--- src/rtl/dram_rd_pkg.sv ---
package dram_rd_pkg;

    typedef enum logic [2:0] {
        ST_IDLE  = 3'd0,
        ST_CLOSE = 3'd1,
        ST_OPEN  = 3'd2,
        ST_COL   = 3'd3,
        ST_REF   = 3'd4
    } ctl_state_e;

endpackage

--- src/rtl/dram_ref_timer.sv ---
module dram_ref_timer #(
    parameter int INTERVAL = 512
) (
    input  logic clk,
    input  logic rst_n,
    output logic tick
);
    localparam int CW = (INTERVAL > 1) ? $clog2(INTERVAL) : 1;

    logic [CW-1:0] cnt_q, cnt_d;

    always_comb begin
        tick  = (cnt_q == CW'(INTERVAL - 1));
        cnt_d = tick ? '0 : cnt_q + 1'b1;
    end

    always_ff @(posedge clk or negedge rst_n) begin
        if (!rst_n) cnt_q <= '0;
        else        cnt_q <= cnt_d;
    end
endmodule

--- src/rtl/dram_cell_array.sv ---
module dram_cell_array #(
    parameter int ROW_BITS = 2,
    parameter int COL_BITS = 2,
    parameter int DATA_W   = 8
) (
    input  logic                clk,
    input  logic                rst_n,
    input  logic                open_stb,
    input  logic [ROW_BITS-1:0] open_row,
    input  logic                wb_stb,
    input  logic                col_wr,
    input  logic [COL_BITS-1:0] col_sel,
    input  logic [DATA_W-1:0]   col_wdata,
    output logic [DATA_W-1:0]   col_rdata
);
    localparam int ROWS = 1 << ROW_BITS;
    localparam int COLS = 1 << COL_BITS;

    typedef logic [COLS-1:0][DATA_W-1:0] line_t;

    line_t               rows_w [ROWS];
    line_t               buf_q, buf_d;
    logic [ROW_BITS-1:0] brow_q, brow_d;

    // storage rows: each row takes the buffer back when it is closed
    for (genvar r = 0; r < ROWS; r++) begin : g_row
        line_t line_q;
        logic  wb_hit;
        assign wb_hit = wb_stb && (brow_q == ROW_BITS'(r));
        always_ff @(posedge clk or negedge rst_n) begin
            if (!rst_n)      line_q <= '0;
            else if (wb_hit) line_q <= buf_q;
        end
        assign rows_w[r] = line_q;
    end

    always_comb begin
        buf_d  = buf_q;
        brow_d = brow_q;
        if (open_stb) begin
            buf_d  = rows_w[open_row];
            brow_d = open_row;
        end
        if (col_wr) buf_d[col_sel] = col_wdata;
        col_rdata = buf_q[col_sel];
    end

    always_ff @(posedge clk or negedge rst_n) begin
        if (!rst_n) begin
            buf_q  <= '0;
            brow_q <= '0;
        end else begin
            buf_q  <= buf_d;
            brow_q <= brow_d;
        end
    end
endmodule

--- src/rtl/dram_rd_pipe.sv ---
module dram_rd_pipe #(
    parameter int DATA_W = 8,
    parameter int LAT    = 2
) (
    input  logic              clk,
    input  logic              rst_n,
    input  logic              launch,
    input  logic [DATA_W-1:0] din,
    output logic              vld_out,
    output logic [DATA_W-1:0] dout
);
    logic [LAT-1:0]    v_q, v_d;
    logic [DATA_W-1:0] d_q [LAT];
    logic [DATA_W-1:0] d_d [LAT];

    always_comb begin
        v_d[0] = launch;
        d_d[0] = din;
        for (int i = 1; i < LAT; i++) begin
            v_d[i] = v_q[i-1];
            d_d[i] = d_q[i-1];
        end
    end

    always_ff @(posedge clk or negedge rst_n) begin
        if (!rst_n) begin
            v_q <= '0;
            for (int i = 0; i < LAT; i++) d_q[i] <= '0;
        end else begin
            v_q <= v_d;
            for (int i = 0; i < LAT; i++) d_q[i] <= d_d[i];
        end
    end

    assign vld_out = v_q[LAT-1];
    assign dout    = d_q[LAT-1];
endmodule

--- src/rtl/dram_rd_ctrl.sv ---
module dram_rd_ctrl
    import dram_rd_pkg::*;
#(
    parameter int ROW_BITS     = 2,
    parameter int COL_BITS     = 2,
    parameter int DATA_W       = 8,
    parameter int RD_LAT       = 2,
    parameter int REF_INTERVAL = 512,
    localparam int ADDR_W      = ROW_BITS + COL_BITS,
    localparam int BUS_W       = (ROW_BITS > COL_BITS) ? ROW_BITS : COL_BITS
) (
    input  logic              clk,
    input  logic              rst_n,
    input  logic              req_valid,
    input  logic              req_write,
    input  logic [ADDR_W-1:0] req_addr,
    input  logic [DATA_W-1:0] req_wdata,
    output logic              req_ready,
    output logic [BUS_W-1:0]  bus_addr,
    output logic              row_stb,
    output logic              col_stb,
    output logic              ref_stb,
    output logic              rd_valid,
    output logic [DATA_W-1:0] rd_data
);
    typedef struct packed {
        ctl_state_e          st;
        logic                open_vld;
        logic [ROW_BITS-1:0] open_row;
        logic                pend;
        logic                tgt_ref;
        logic [ROW_BITS-1:0] rq_row;
        logic [COL_BITS-1:0] rq_col;
        logic                rq_we;
        logic [DATA_W-1:0]   rq_wdata;
    } ctl_t;

    ctl_t              c_q, c_d;
    logic              tick;
    logic              wb_stb;
    logic              open_stb;
    logic [DATA_W-1:0] cell_rdata;
    logic [ROW_BITS-1:0] req_row;

    assign req_row = req_addr[ADDR_W-1:COL_BITS];

    always_comb begin
        c_d      = c_q;
        wb_stb   = 1'b0;
        open_stb = 1'b0;
        row_stb  = 1'b0;
        col_stb  = 1'b0;
        ref_stb  = 1'b0;
        bus_addr = '0;
        unique case (c_q.st)
            ST_IDLE: begin
                if (c_q.pend) begin
                    c_d.tgt_ref = 1'b1;
                    c_d.st      = c_q.open_vld ? ST_CLOSE : ST_REF;
                end else if (req_valid) begin
                    c_d.rq_row   = req_row;
                    c_d.rq_col   = req_addr[COL_BITS-1:0];
                    c_d.rq_we    = req_write;
                    c_d.rq_wdata = req_wdata;
                    c_d.tgt_ref  = 1'b0;
                    if (c_q.open_vld && (c_q.open_row == req_row)) c_d.st = ST_COL;
                    else if (c_q.open_vld)                         c_d.st = ST_CLOSE;
                    else                                           c_d.st = ST_OPEN;
                end
            end
            ST_CLOSE: begin
                wb_stb       = 1'b1;
                c_d.open_vld = 1'b0;
                c_d.st       = c_q.tgt_ref ? ST_REF : ST_OPEN;
            end
            ST_OPEN: begin
                row_stb      = 1'b1;
                open_stb     = 1'b1;
                bus_addr     = BUS_W'(c_q.rq_row);
                c_d.open_vld = 1'b1;
                c_d.open_row = c_q.rq_row;
                c_d.st       = ST_COL;
            end
            ST_COL: begin
                col_stb  = 1'b1;
                bus_addr = BUS_W'(c_q.rq_col);
                c_d.st   = ST_IDLE;
            end
            ST_REF: begin
                ref_stb      = 1'b1;
                c_d.open_vld = 1'b0;
                c_d.st       = ST_IDLE;
            end
            default: c_d.st = ST_IDLE;
        endcase
        c_d.pend = (c_q.pend && (c_q.st != ST_REF)) || tick;
    end

    always_ff @(posedge clk or negedge rst_n) begin
        if (!rst_n) c_q <= '0;
        else        c_q <= c_d;
    end

    assign req_ready = (c_q.st == ST_IDLE) && !c_q.pend;

    dram_ref_timer #(
        .INTERVAL (REF_INTERVAL)
    ) u_timer (
        .clk   (clk),
        .rst_n (rst_n),
        .tick  (tick)
    );

    dram_cell_array #(
        .ROW_BITS (ROW_BITS),
        .COL_BITS (COL_BITS),
        .DATA_W   (DATA_W)
    ) u_cells (
        .clk       (clk),
        .rst_n     (rst_n),
        .open_stb  (open_stb),
        .open_row  (c_q.rq_row),
        .wb_stb    (wb_stb),
        .col_wr    (col_stb && c_q.rq_we),
        .col_sel   (c_q.rq_col),
        .col_wdata (c_q.rq_wdata),
        .col_rdata (cell_rdata)
    );

    dram_rd_pipe #(
        .DATA_W (DATA_W),
        .LAT    (RD_LAT)
    ) u_pipe (
        .clk     (clk),
        .rst_n   (rst_n),
        .launch  (col_stb && !c_q.rq_we),
        .din     (cell_rdata),
        .vld_out (rd_valid),
        .dout    (rd_data)
    );
endmodule

--- config.mk ---
export PLATFORM = sky130hd
export DESIGN_NAME = dram_rd_ctrl
export DESIGN_NICKNAME = d
export VERILOG_FILES = /design/src/rtl/dram_rd_pkg.sv /design/src/rtl/dram_ref_timer.sv /design/src/rtl/dram_cell_array.sv /design/src/rtl/dram_rd_pipe.sv /design/src/rtl/dram_rd_ctrl.sv
export SDC_FILE = /design/constraint.sdc
export NUM_CORES = 1
export LEC_CHECK = 0
export BUFFER_PORTS_ARGS = -buffer_cell sky130_fd_sc_hd__buf_2
export CAP_MARGIN = 0
export CORE_AREA = 2 2 125 127
export DETAILED_ROUTE_END_ITERATION = 10
export DIE_AREA = 0 0 127 129
export PLACE_DENSITY = 0.75
export SLEW_MARGIN = 0
export SYNTH_ARGS = -nofsm -noshare
export SYNTH_HDL_FRONTEND = slang
export SYNTH_SLANG_ARGS = --single-unit
--- constraint.sdc ---
create_clock -name clk -period 2.4 [get_ports clk]
set_input_delay 0.48 -clock clk [delete_from_list [all_inputs] [get_ports clk]]
set_output_delay 0.48 -clock clk [all_outputs]
set_load 0.005 [all_outputs]
=== Yosys cells after proc, flatten, opt, wreduce, memory -nomap -nowiden ===
Index checks and enable logic that the tools add are counted.

* Bits in registers: 210
* Input bits: 16
* Output and inout port bits: 15

* Add/sub/neg operators: 1
* $lt $le $gt $ge: 3
* Eq/ne operators: 11
* Muxes and demuxes: 26
* Bitwise gates (word level): 2
* Reduce and logical (&&, ||, !) cells: 20

{| class="wikitable"
|+ Operator list
! operator !! number
|-
| $mux 32 || 4
|-
| $bmux 32 s2 || 1
|-
| $bwmux 32 || 1
|-
| $bmux 8 s2 || 1
|-
| $demux 8 s2 || 1
|-
| $mux 8 || 2
|-
| $mux 3 || 5
|-
| $mux 14 || 1
|-
| $logic_and 1x1->1 || 10
|-
| $add 9x1->9 const B || 1
|-
| $eq 9x9->1 const B || 1
|-
| $mux 9 || 1
|-
| $pmux 3 s3 || 1
|-
| $eq 3x2->1 const B || 2
|-
| $ne 3x3->1 const B || 2
|-
| $mux 1 || 5
|-
| $eq 2x2->1 const B || 2
|-
| $pmux 2 s2 || 1
|-
| $reduce_bool 2->1 || 2
|-
| $eq 3x1->1 const B || 1
|-
| $eq 3x3->1 const B || 1
|-
| $ge 3x3->1 const B || 1
|-
| $logic_not 3->1 || 1
|-
| $lt 2x3->1 const B || 1
|-
| other kinds (13) || 14
|}

=== Depth between registers and ports, before layout ===
* Depth in word-level cells: 7
* Gate-level depth with buffers: 6
* Mapped depth without buffers: 5

=== Cells and area by module ===
Synthesis repeated with hierarchy kept, for this count alone.

* Cell total of the unflattened synthesis: 692
* Area total of the unflattened synthesis: 9078.7 µm²

{| class="wikitable"
|+ By module, submodules not included
! module !! times used !! cells an instance !! area each (µm²)
|-
| dram_cell_array || 1 || 559 || 7229.4
|-
| dram_rd_ctrl || 1 || 78 || 997.2
|-
| dram_rd_pipe || 1 || 18 || 450.4
|-
| dram_ref_timer || 1 || 37 || 401.6
|}

=== Worst setup path after synthesis ===
OpenSTA, ideal clock, no wires.

* Kind: reg-to-reg
* Start: register c_q[20] (netlist bit)
* End: register u_cells.buf_q[24] (netlist bit)
* Arrival: 1710 ps
* Required time: 2275 ps
* Path slack: 565 ps
* Stages on the path, launching flop included: 7
* Path buffers: 3
* Period minus slack after synthesis: 1835 ps
* Cell sequence: dfrtp_1 buf_2 nor3b_1 buf_2 buf_2 mux2_2 mux2_2

{| class="wikitable"
|+ RTL lines
! element !! line !! source
|-
| start, declared || dram_rd_ctrl.sv:38 || <nowiki>ctl_t c_q, c_d;</nowiki>
|-
| start signal, assigned || dram_rd_ctrl.sv:100 || <nowiki>if (!rst_n) c_q <= '0;</nowiki>
|-
| start signal, assigned || dram_rd_ctrl.sv:101 || <nowiki>else c_q <= c_d;</nowiki>
|-
| end signal, assigned || dram_cell_array.sv:53 || <nowiki>buf_q <= buf_d;</nowiki>
|-
| end, declared || dram_cell_array.sv:22 || <nowiki>line_t buf_q, buf_d;</nowiki>
|}

=== Final worst setup path ===
* Start: register c_q[20] (netlist bit)
* End: output port bus_addr[1]

* Longest elaborated chain between the ends: 2
* Elaborated cells on any way between the ends: 3

{| class="wikitable"
|+ RTL lines
! element !! line !! source
|-
| $eq 3x2->1 || dram_rd_ctrl.sv:55 || <nowiki>unique case (c_q.st)</nowiki>
|-
| $pmux 2 s2 (*) || dram_rd_ctrl.sv:55 ||
|-
| end, declared || dram_rd_ctrl.sv:19 || <nowiki>output logic [BUS_W-1:0] bus_addr,</nowiki>
|}

Mark *: on every way between the ends. The rest lies on a longest branch, timed or not.

==> results.txt <==
----------------------------------------------------
[CTS]
  CTS tree ... yes
  Number of clock sinks seen by CTS ... 208
  Maximum count of clock buffers along a single path ... 3
  Worst-skew pair later-pin latency ... 0.50 ns
  Reg clk slew, reported paths ... 0.06 ns
  Num CTS Buffers ... 22
  Clk Tree Root Cell ... sky130_fd_sc_hd__clkbuf_16
  Level count of the clock H-tree ... 1

[Detailed routing]
  Wire length after detailed routing ... about 18,000 µm
  Number of search-and-repair iterations in the first detailed-routing pass ... 4
  DR WL/cell ... 22.50 µm
  Post-detailed-route count of antenna-violating nets ... 0
  DRC violation count after routing ... 0
  Overall via count from detail_route ... 4,951
  Vias per cell ... 6.150
  Drt initial violations ... 262

[Layout]
  Synthesis-to-layout area growth ... 13.91%
  Cell Count, Final, Fillers Out ... slightly above 800
  Number of antenna repair diodes ... 0
  Final Instance Area ... roughly 10,000 µm²
  Util after Layout ... 0.6931
  NumNets Final ... 619
  Share of cells above drive strength 1 ... 0.5429

[Global route]
  Initial antenna violation count ... 0
  Met2 Resource Use GR ... 0.3700
  Overflow after GRT ... 0
  First-pass GRT wire length ... 29,170 µm
  Met3 track demand over resource ... 0.03534
  Gr usage total ... 0.2314
  Most Used Layer, Global Route ... met2
  Met1 Track Usage GR ... 0.3380
  Number of global-route vias before repair ... 5,285
  Largest net degree at the start of global routing ... 62

[Critical path]
  Setup crit end kind ... output pin
  Worst setup path startpoint ... c_q[20]
  CP Data Required Time ... 1.92 ns
  Number of cells on the worst reg-to-reg path ... 4
  R2R Path End ... u_cells.buf_q[1]
  Slack of the worst reg-to-reg path ... 0.30 ns
  Category of the worst setup path launch point ... flip-flop
  Path type of the worst setup path ... reg -> out
  Maximum fanout count along the critical path ... 19
  End of the critical path ... bus_addr[1]
  Origin of the critical flop-to-flop path ... c_q[11]
  Worst path arrival time ... between 1.5 and 2 ns

[Yosys]
  Post-synthesis cell area ... 9112 µm²
  Post-synth cell types ... 39
  Number of nets in the synthesized netlist ... 576
  Number of flops mapped to enable cells by yosys ... 0
  Seq/Total Area, Yosys ... 0.5712
  Syn_area_per_cell ... 16.33 µm²
  Proportion of register bits with asynchronous set or reset after synthesis ... 1.000
  Cells after Synth ... 558
  Most used flip-flop cell after synthesis ... sky130_fd_sc_hd__dfrtp_1
  Synthesis warning total ... 0
  Register bit total from synthesis ... 208

[Die]
  Die width ... 127 µm
  Die extent in y ... 129 µm
  Initial core utilization ... 0.6084
  Number of standard-cell rows in the floorplan ... 45
  Area of the placeable core ... 14,980 µm²
  Num ports ... 31
  Die Area ... 16,380 µm²

[Placement]
  Placer Congestion ... 0.7742
  Detailed placer's ending HPWL ... 10,780 µm
  I/O Buffers ... 30
  Cell Count Post-Placement ... roughly 760
  Setup Slack @ Placement ... 0.2898 ns
  Post-placement cell area ... around 9600 µm²

[Timing]
  Worst setup skew after layout ... 0.008731 ns
  Final critical-path setup slack ... 0.1153 ns
  Slew at the pin closest to its max-slew limit ... about 0.54 ns
  Summed negative setup slack over all endpoints ... 0 ns
  Setup repair after global routing missed its margin ... no
  Highest achievable clock rate ... 0.4377 GHz
  Number of setup violations in the final report ... 0
  Min Clock Period, post-route ... ~2.3 ns
  Max Transition Viols Final ... 0
  Tcrit/Tclk final ... 0.9520
  Hold Violations, Final ... 0
  Worst slew slack as a fraction of its limit ... 0.6395

[Hold path]
  Start point of the worst min-delay path ... req_wdata[4]
  Hold Crit Class ... in -> reg

[Power]
  Leakage power of the design ... 5.037 nW
  Power density of the placed cells ... 1238 nW/µm²
  Worst vdd ir ... 766.9 µV

[Run status]
  Run status ... finished, final reports clean

[Flow run]
  Number of max-capacitance violations reported ... 0

----------------------------------------------------
## per-stage QoR
stage | power, mW | hold WS (ns)
finish | 12.85 | 0.2099
global route | 13.48 | 0.2050
CTS | 12.95 | 0.1952
detailed placement | 9.298 | 0.3347
global placement | 9.085 | 0.3332
floorplan | 8.194 | 0.1844
## worst max-delay path, cell delays in order (launching register included)
cell	delay (ns)
sky130_fd_sc_hd__dfrtp_1	0.52
sky130_fd_sc_hd__nor3b_4	0.30
sky130_fd_sc_hd__buf_12	0.23
sky130_fd_sc_hd__a22o_1	0.15
sky130_fd_sc_hd__buf_2	0.10
## flip-flops by register name (all words and copies together), names as in the netlist
| name | count |
|---|---|
| u_pipe.d_d | 8 |
| u_timer.cnt_q | 9 |
| u_pipe.v_q | 2 |
| u_cells.g_row.line_q | 128 |
| u_pipe.dout | 8 |
| c_q | 21 |
| u_cells.buf_q | 32 |
## cell type report
class | count | area (µm²)
Fill cell | 1014 | 4597
Clock inverter | 7 | 85.08
Inverter | 3 | 11.26
Multi-Input combinational cell | 312 | 3701
Clock buffer | 33 | 673.1
Tap cell | 188 | 235.2
Timing Repair Buffer | 54 | 466.7
Sequential cell | 208 | 5207
## cell families after synthesis
family                   Yosys count  share of synthesized area
flip-flops                       208                     0.5712
adder cells (fa/ha/maj)            2                   0.002746
buffers and inverters             38                    0.02472
AO/OA/AOI/OAI                     18                    0.01291
AND/OR/NAND/NOR                   40                    0.02609
XOR/XNOR                           5                   0.004805
multiplexers                     247                     0.3575
## cells in the final DEF, fill, tap and decap left out, types with 3 or more instances in the layout
master                      synthesis  final
sky130_fd_sc_hd__clkbuf_1           7      4
sky130_fd_sc_hd__clkinv_2           0      5
sky130_fd_sc_hd__nand2_1            7      7
sky130_fd_sc_hd__dfrtp_1          208    206
sky130_fd_sc_hd__nand3_1            4      4
sky130_fd_sc_hd__mux4_1             5      5
sky130_fd_sc_hd__clkbuf_16          0     23
sky130_fd_sc_hd__mux2_2           203    203
sky130_fd_sc_hd__nor3_1             3      3
sky130_fd_sc_hd__nor2b_1            5      4
sky130_fd_sc_hd__mux4_2            35     35
sky130_fd_sc_hd__nor3b_1            4      3
sky130_fd_sc_hd__nor2_1             6      6
sky130_fd_sc_hd__a21oi_1            5      5
sky130_fd_sc_hd__inv_1              3      3
sky130_fd_sc_hd__buf_4              4     14
sky130_fd_sc_hd__a22o_1             3      3
sky130_fd_sc_hd__buf_12             2      8
sky130_fd_sc_hd__xnor2_1            4      4
sky130_fd_sc_hd__buf_2             13     29
sky130_fd_sc_hd__clkbuf_8           0      7
sky130_fd_sc_hd__o21ai_0            4      4
## report_power, final
part	total, mW	internal, mW	switching (mW)
clock network	3.50	2.15	1.35
logic	3.83	2.34	1.49
registers	5.51	4.61	0.909
## cell usage after synthesis, drive strengths merged, types with 2 or more instances
cell type,n,area (µm²)
dfrtp,208,5205
mux2,207,2338
mux4,40,919.6
buf,28,187.7
clkbuf,7,26.28
nand2,7,26.28
nor2,6,22.52
a21oi,5,25.02
nand3,5,30.03
nor2b,5,31.28
nor3b,4,30.03
o21ai,4,20.02
xnor2,4,35.03
a22o,3,26.28
inv,3,11.26
nor3,3,15.01
and3b,2,17.52
ha,2,25.02
nand4b,2,17.52
o21bai,2,15.01
or3,2,12.51
## repair_timing
item                                   CTS  global route
hold buffers                             1             0
buffers inserted                         1             0
endpoints found under the hold margin   58             0
gates resized for setup                  2             0
setup endpoints to repair                2             0
## worst min path at each step
stage                                end  cells after the start  slack, ns
after global placement     u_pipe.v_q[1]                      0       0.33
final                             c_q[4]                      2       0.21
after detailed placement  u_pipe.dout[0]                      0       0.33
after CTS                         c_q[4]                      2       0.20
after floorplan                   c_q[0]                      0       0.18
after global routing              c_q[7]                      2       0.21
## metal layers
| layer | part of all wire | routed length (µm) |
|---|---|---|
| met5 | 0 | 0 |
| met4 | 0.022 | 392 |
| met3 | 0.037 | 663 |
| met2 | 0.48 | 8731 |
| met1 | 0.46 | 8326 |
No activity file was read; power rests on OpenSTA's default activity.
